===== src/rtl/hbg_pkg.sv =====
package hbg_pkg;

  // Switch slots inside the 4-bit gate vector
  localparam int SW_HA = 0;
  localparam int SW_LA = 1;
  localparam int SW_HB = 2;
  localparam int SW_LB = 3;
  localparam int NUM_SW  = 4;
  localparam int NUM_LEG = NUM_SW / 2;

  typedef enum logic [1:0] {
    BR_OFF   = 2'b00,
    BR_FWD   = 2'b01,
    BR_REV   = 2'b10,
    BR_DECAY = 2'b11
  } bridge_req_e;

  // Requested gate pattern for a bridge state
  function automatic logic [NUM_SW-1:0] bridge_cmd(input logic [1:0] req);
    logic [NUM_SW-1:0] c;
    c = '0;
    case (bridge_req_e'(req))
      BR_FWD:   begin c[SW_HA] = 1'b1; c[SW_LB] = 1'b1; end
      BR_REV:   begin c[SW_HB] = 1'b1; c[SW_LA] = 1'b1; end
      BR_DECAY: begin c[SW_LA] = 1'b1; c[SW_LB] = 1'b1; end
      default:  c = '0;
    endcase
    return c;
  endfunction

  // Timer reload value: a turn-off edge counts as the first dead cycle,
  // so the counter holds D-1; a zero setting behaves like one
  function automatic logic [15:0] dead_load(input logic [15:0] cfg);
    return (cfg == 16'd0) ? 16'd0 : cfg - 16'd1;
  endfunction

endpackage


===== src/rtl/hbg_cmd_decode.sv =====
module hbg_cmd_decode
  import hbg_pkg::*;
(
  input  logic [1:0]        state_req,
  input  logic [NUM_SW-1:0] rev_flag,
  output logic [NUM_SW-1:0] want
);

  logic [NUM_SW-1:0] cmd;

  assign cmd = bridge_cmd(state_req);

  generate
    for (genvar l = 0; l < NUM_LEG; l++) begin : g_leg
      logic hi_w, lo_w;
      // Command first; active diode only when the partner is not commanded
      assign hi_w = cmd[2*l]   | (rev_flag[2*l]   & ~cmd[2*l+1]);
      assign lo_w = (cmd[2*l+1] | (rev_flag[2*l+1] & ~cmd[2*l])) & ~hi_w;
      assign want[2*l]   = hi_w;
      assign want[2*l+1] = lo_w;
    end
  endgenerate

endmodule


===== src/rtl/hbg_dead_timer.sv =====
module hbg_dead_timer
  import hbg_pkg::*;
#(
  parameter int DT_W = 4
)(
  input  logic            clk,
  input  logic            rst_n,
  input  logic [DT_W-1:0] dead_cfg,
  input  logic            start,
  output logic            busy
);

  logic [DT_W-1:0] cnt_q;
  logic [DT_W-1:0] load_val;

  assign load_val = DT_W'(dead_load(16'(dead_cfg)));

  always_ff @(posedge clk or negedge rst_n) begin
    if (!rst_n)            cnt_q <= '0;
    else if (start)        cnt_q <= load_val;
    else if (cnt_q != '0)  cnt_q <= cnt_q - 1'b1;
  end

  assign busy = (cnt_q != '0);

endmodule


===== src/rtl/hbg_leg.sv =====
module hbg_leg
  import hbg_pkg::*;
#(
  parameter int DT_W = 4
)(
  input  logic            clk,
  input  logic            rst_n,
  input  logic            enable,
  input  logic [DT_W-1:0] dead_cfg,
  input  logic [1:0]      want,     // [1]=low side, [0]=high side
  input  logic [1:0]      ovp,
  output logic [1:0]      gate_q,
  output logic [1:0]      lock_q,
  output logic [1:0]      trip,
  output logic            dead_busy
);

  logic [1:0] g_q, lk_q, nxt, lk_nxt;
  logic       off_edge;

  generate
    for (genvar s = 0; s < 2; s++) begin : g_sw
      logic keep, start_on;
      assign trip[s]   = enable & g_q[s] & ovp[s];
      assign keep      = g_q[s] & want[s] & ~ovp[s];
      assign start_on  = ~g_q[s] & want[s] & ~lk_q[s] & ~g_q[1-s] & ~dead_busy;
      assign nxt[s]    = enable & (keep | start_on);
      assign lk_nxt[s] = enable & (lk_q[s] | trip[s]);
    end
  endgenerate

  always_ff @(posedge clk or negedge rst_n) begin
    if (!rst_n) begin
      g_q  <= '0;
      lk_q <= '0;
    end else begin
      g_q  <= nxt;
      lk_q <= lk_nxt;
    end
  end

  assign off_edge = |(g_q & ~nxt);

  hbg_dead_timer #(.DT_W(DT_W)) u_dt (
    .clk      (clk),
    .rst_n    (rst_n),
    .dead_cfg (dead_cfg),
    .start    (off_edge),
    .busy     (dead_busy)
  );

  assign gate_q = g_q;
  assign lock_q = lk_q;

endmodule


===== src/rtl/hbridge_gate_seq.sv =====
module hbridge_gate_seq
  import hbg_pkg::*;
#(
  parameter int DT_W = 4
)(
  input  logic            clk,
  input  logic            rst_n,
  input  logic            enable,
  input  logic [DT_W-1:0] dead_cfg,
  input  logic [1:0]      state_req,
  input  logic [3:0]      ovp_flag,
  input  logic [3:0]      rev_flag,
  output logic [3:0]      gate,
  output logic [3:0]      fault_stat
);

  logic [NUM_SW-1:0]  want;
  logic [NUM_SW-1:0]  ovp_trip;
  logic [NUM_LEG-1:0] dead_busy;

  hbg_cmd_decode u_dec (
    .state_req (state_req),
    .rev_flag  (rev_flag),
    .want      (want)
  );

  generate
    for (genvar l = 0; l < NUM_LEG; l++) begin : g_leg
      hbg_leg #(.DT_W(DT_W)) u_leg (
        .clk       (clk),
        .rst_n     (rst_n),
        .enable    (enable),
        .dead_cfg  (dead_cfg),
        .want      (want[2*l+1:2*l]),
        .ovp       (ovp_flag[2*l+1:2*l]),
        .gate_q    (gate[2*l+1:2*l]),
        .lock_q    (fault_stat[2*l+1:2*l]),
        .trip      (ovp_trip[2*l+1:2*l]),
        .dead_busy (dead_busy[l])
      );
    end
  endgenerate

endmodule


===== config.mk =====
export PLATFORM = sky130hd
export DESIGN_NAME = hbridge_gate_seq
export DESIGN_NICKNAME = d
export VERILOG_FILES = /design/src/rtl/hbg_pkg.sv /design/src/rtl/hbg_cmd_decode.sv /design/src/rtl/hbg_dead_timer.sv /design/src/rtl/hbg_leg.sv /design/src/rtl/hbridge_gate_seq.sv
export SDC_FILE = /design/constraint.sdc
export NUM_CORES = 1
export LEC_CHECK = 0
export BUFFER_PORTS_ARGS = -buffer_cell sky130_fd_sc_hd__buf_2
export CAP_MARGIN = 20
export CORE_ASPECT_RATIO = 0.75
export CORE_MARGIN = 4
export CORE_UTILIZATION = 56
export DETAILED_ROUTE_END_ITERATION = 6
export GPL_TIMING_DRIVEN = 0
export PLACE_DENSITY = 0.86
export SYNTH_ARGS = -nofsm -noshare
export SYNTH_HDL_FRONTEND = slang
export SYNTH_HIERARCHICAL = 1
export SYNTH_SLANG_ARGS = --single-unit
export TNS_END_PERCENT = 20

===== constraint.sdc =====
create_clock -name clk -period 4.45 [get_ports clk]
set_input_delay 0.2225 -clock clk [delete_from_list [all_inputs] [get_ports clk]]
set_output_delay 0.2225 -clock clk [all_outputs]
set_load 0.005 [all_outputs]

Yosys cells after proc, flatten, opt, wreduce, memory -nomap -nowiden

Index checks and enable logic that the tools add are counted.

Flip-flop bits (word level): 16
Input bits: 17
Output and inout bits: 8
Word-level logic and storage cells: 112

Add/sub/neg operators: 3
Equal/unequal tests: 3
Multiplexer cells: 9
Bitwise operators: 82
Reduce and logical (&&, ||, !) cells: 9

Operators with widths:

| operator                                                              | count |
|---|---|
| 1-bit AND                                                             | 46 |
| 4-bit 2-to-1 mux                                                      | 5 |
| 1-bit NOT                                                             | 20 |
| 1-bit bitwise OR                                                      | 12 |
| 4-bit by 1-bit subtractor with 4-bit output, second input constant    | 3 |
| 4-bit nonzero test                                                    | 2 |
| 2-bit OR reduction                                                    | 4 |
| 2-bit AND                                                             | 2 |
| 2-bit equality test, second input constant                            | 2 |
| 4-bit zero test                                                       | 1 |
| 1-bit 2-to-1 mux                                                      | 4 |
| 2-bit NOT                                                             | 2 |
| 2-bit nonzero test                                                    | 2 |
| 2-bit by 1-bit equality test with 1-bit output, second input constant | 1 |

Depth between registers and ports, before layout

Depth in word-level cells: 18
Depth in mapped cells: 7
Mapped depth without buffers: 6

Hierarchy

The synthesis kept the hierarchy.

By module, submodules not included:

| module         | instances | cells each | area an instance (sq um) | seq. area each (sq um) |
|---|---|---|---|---|
| hbg_dead_timer | 2         | 32         | 294.0                    | 100.1 |
| hbg_leg        | 2         | 20         | 203.9                    | 100.1 |
| hbg_cmd_decode | 1         | 10         | 60.1                     | 0.0 |

Worst setup path after synthesis

Ideal clock, no wire load.

Path kind: register to register
Start point: reg g_leg[0].u_leg.u_dt.cnt_q[0]
End point: reg g_leg[0].u_leg.g_q[1]
Setup time: 0.077 ns
Data arrival time: 1.707 ns
Data required time: 4.373 ns
Slack: 2.665 ns
Cell stages (with the launch flop): 7
Path buffers: 1
Period minus slack after synthesis: 1.785 ns
Cell sequence: dfrtp_1 -> inv_1 -> ha_1 -> or3b_1 -> buf_2 -> or4_1 -> a21oi_1

Longest elaborated chain between the ends: 5

RTL lines:

| element                         | RTL line               | text |
|---|---|---|
| from (decl)                     | hbg_dead_timer.sv:13   | `logic [DT_W-1:0] cnt_q;` |
| from (signal assigned)          | hbg_dead_timer.sv:20   | `else if (start) cnt_q <= load_val;` |
| from (signal assigned)          | hbg_dead_timer.sv:21   | `else if (cnt_q != '0) cnt_q <= cnt_q - 1'b1;` |
| 4-bit nonzero test              | hbg_dead_timer.sv:24   | `assign busy = (cnt_q != '0);` |
| named net dead_busy[0]          | hbridge_gate_seq.sv:19 | `logic [NUM_LEG-1:0] dead_busy;` |
| 1-bit NOT                       | hbg_leg.sv:26          | `assign start_on = ~g_q[s] & want[s] & ~lk_q[s] & ~g_q[1-s] & ~dead_busy;` |
| 1-bit AND                       | hbg_leg.sv:26          |  |
| 1-bit bitwise OR                | hbg_leg.sv:27          | `assign nxt[s] = enable & (keep \| start_on);` |
| 1-bit AND                       | hbg_leg.sv:27          |  |
| named net g_leg[0].u_leg.nxt[1] | hbg_leg.sv:18          | `logic [1:0] g_q, lk_q, nxt, lk_nxt;` |
| to (signal assigned)            | hbg_leg.sv:37          | `g_q <= nxt;` |
| to (decl)                       | hbg_leg.sv:18          |  |

The timed path passes the listed nets, and every way through them passes these cells.
A chain may end at the register's enable or synchronous reset.

Worst setup path after layout

Ends and elaborated chain as after synthesis.

==> metrics <==
status finished clean; Ys Warns 6; Initial Util 59.8%; postcts setup bufs 0; Rel. slew slack 76.0%; pre-CTS setup slack 2.52 ns; Min Hold Slack around 0.21 ns; met3 GRT Util under 10%; PnR worst setup slack 2.52 ns; dpl hpwl 1800 um; unrepaired setup endpoints after global routing false; Top Ports 25; largest buffer count on any clock path 2; Hold WC Path Type primary input to register; Reg area 400 um2; Via density 5.67; vias in the first global route slightly above 900; initial antenna violation count 0; RePlAce Congestion 0.821; CP max FO 5; grt ovf 0; multi-input logic area 586 um2; final wirelength 2260 um; row cnt 13; GR peak layer met2; CP required 4.67 ns; Final period util 43.5%; CP Class register to register; final core utilization 70.2%; Critical Path AT ~2.2 ns; Final Max Tran Viols 0; PwrDens 456 mW/mm2; Post-Synthesis Cells 112; DRC viols 0; full die area approximately 0.0026 mm2; CTS tree done; clock slew at reported path FFs 0.09 ns; die width 57.8 um; number of routed nets with antenna violations 0; hold wc startpoint ovp_flag[2]; Avg Cell Area, Syn 9.29 um2; met1 Use GR 22.2%; I/O Buffers 24; IR drop worst, VDD around 0.23 mV; area of the core 0.00174 mm2; Reg-to-Reg Start g_leg[0].u_leg/u_dt/cnt_q[0]$_DFFE_PN0P_; Total GRT Usage 20.4%; launch point of the worst path g_leg[0].u_leg/u_dt/cnt_q[0]$_DFFE_PN0P_; Clk Latency, worst-skew pair 0.28 ns; Leak Pwr 0.597 nW; Setup TNS 0 ns; max-cap violations 0; die height between 40 and 50 um; post-CTS sizing 0; CTS Buf Count 3; CP startpoint kind register; clk sink count 16; nets@finish between 150 and 200; DR WL/cell 13.9 um; share of cells above drive strength 1 27.9%; # diodes 0; Syn Nets 133; Worst setup EP type register; number of setup violations in the final report 0; DR vias 918; met2 Use GR 36.9%; Synth Cell Area around 0.0010 mm2; largest net degree at the start of global routing 17; clock root buffer clkbuf_4; first-iteration detailed-routing DRC count 20; slew of the pin with the lowest slew margin 0.360 ns; first-pass GRT wire length ~4000 um; H-tree depth 1; First-pass DRT Iterations 4; Area Growth Syn to Fin 17.3%; Final Hold Viols 0; FMAX roughly 0.52 GHz; Clock Skew 0.00119 ns; minimum clock period slightly below 2 ns; fillers 148
[area by class of cell]
class	instances	share of cell area [%]
buffer	6	3.28
clock buffer	3	1.84
inverter	4	1.23
multi-input combinational	86	48.0
sequential	16	32.8
tap	22	2.25
timing repair buffer	25	10.7
[where the power goes]
part	switching, mW	internal, mW	leakage, nW	total [mW]
clock network	0.0450	0.0315	0.0138	0.0764
registers	0.0363	0.191	0.206	0.227
logic	0.117	0.137	0.377	0.254
[path summary, 6_finish.rpt]
kind / end / depth (start not counted) / slack, ns
hold reg to reg: g_leg[1].u_leg/lock_q[1]$_DFF_PN0_ / 1 / 0.51
max in group asynchronous: g_leg[0].u_leg/lock_q[1]$_DFF_PN0_ / 2 / 3.82
setup reg to reg: g_leg[0].u_leg/gate_q[1]$_DFF_PN0_ / 6 / 2.52
min in group asynchronous: g_leg[0].u_leg/u_dt/cnt_q[1]$_DFFE_PN0P_ / 2 / 0.37
hold / removal: g_leg[1].u_leg/gate_q[0]$_DFF_PN0_ / 3 / 0.21
setup / recovery: g_leg[0].u_leg/gate_q[1]$_DFF_PN0_ / 6 / 2.52
[timing repair]
| action | 4_1_cts | 5_1_grt |
|---|---|---|
| endpoints found under the hold margin | 16 | 0 |
| hold buffers | 1 | 0 |
| setup endpoints to repair | 0 | 0 |
[flip-flops by register name (all words and copies together) (netlist names)]
register                flops
g_leg.u_leg/lock_q          4
g_leg.u_leg/gate_q          4
g_leg.u_leg/u_dt/cnt_q      8
[cells in the final DEF, fill, tap and decap left out, types with 3 or more instances in the layout]
master,count
buf_2,26
dfrtp_1,16
a21oi_1,10
nor2_1,10
nand2_1,6
nand3b_1,6
or4_1,4
or2b_1,4
nor2b_1,4
a21o_1,4
inv_1,4
nor3_1,4
ha_1,4
buf_4,4
clkbuf_4,3
[through the flow]
stage / total power, mW / instances / cell area (um2)
floorplan: 0.417 / 112 / 1040
global placement: 0.463 / 158 / 1190
detailed placement: 0.486 / 158 / 1190
CTS: 0.565 / 162 / 1220
global route: 0.613 / 162 / 1220
finish: 0.557 / 162 / 1220
[metal layers]
layer | up-vias | part of all wire, %
met5 | - | 0
met4 | 0 | 1.9
met3 | 7 | 5.1
met2 | 21 | 51
met1 | 430 | 42
li1 | 460 | -
[critical path, stage by stage (launching register included)]
cell     delay (ns)
dfrtp_1        0.39
inv_1          0.12
ha_1           0.19
or3b_1         0.35
buf_2          0.16
or4_1          0.52
a21oi_1        0.14
No activity file was read; power rests on OpenSTA's default activity.
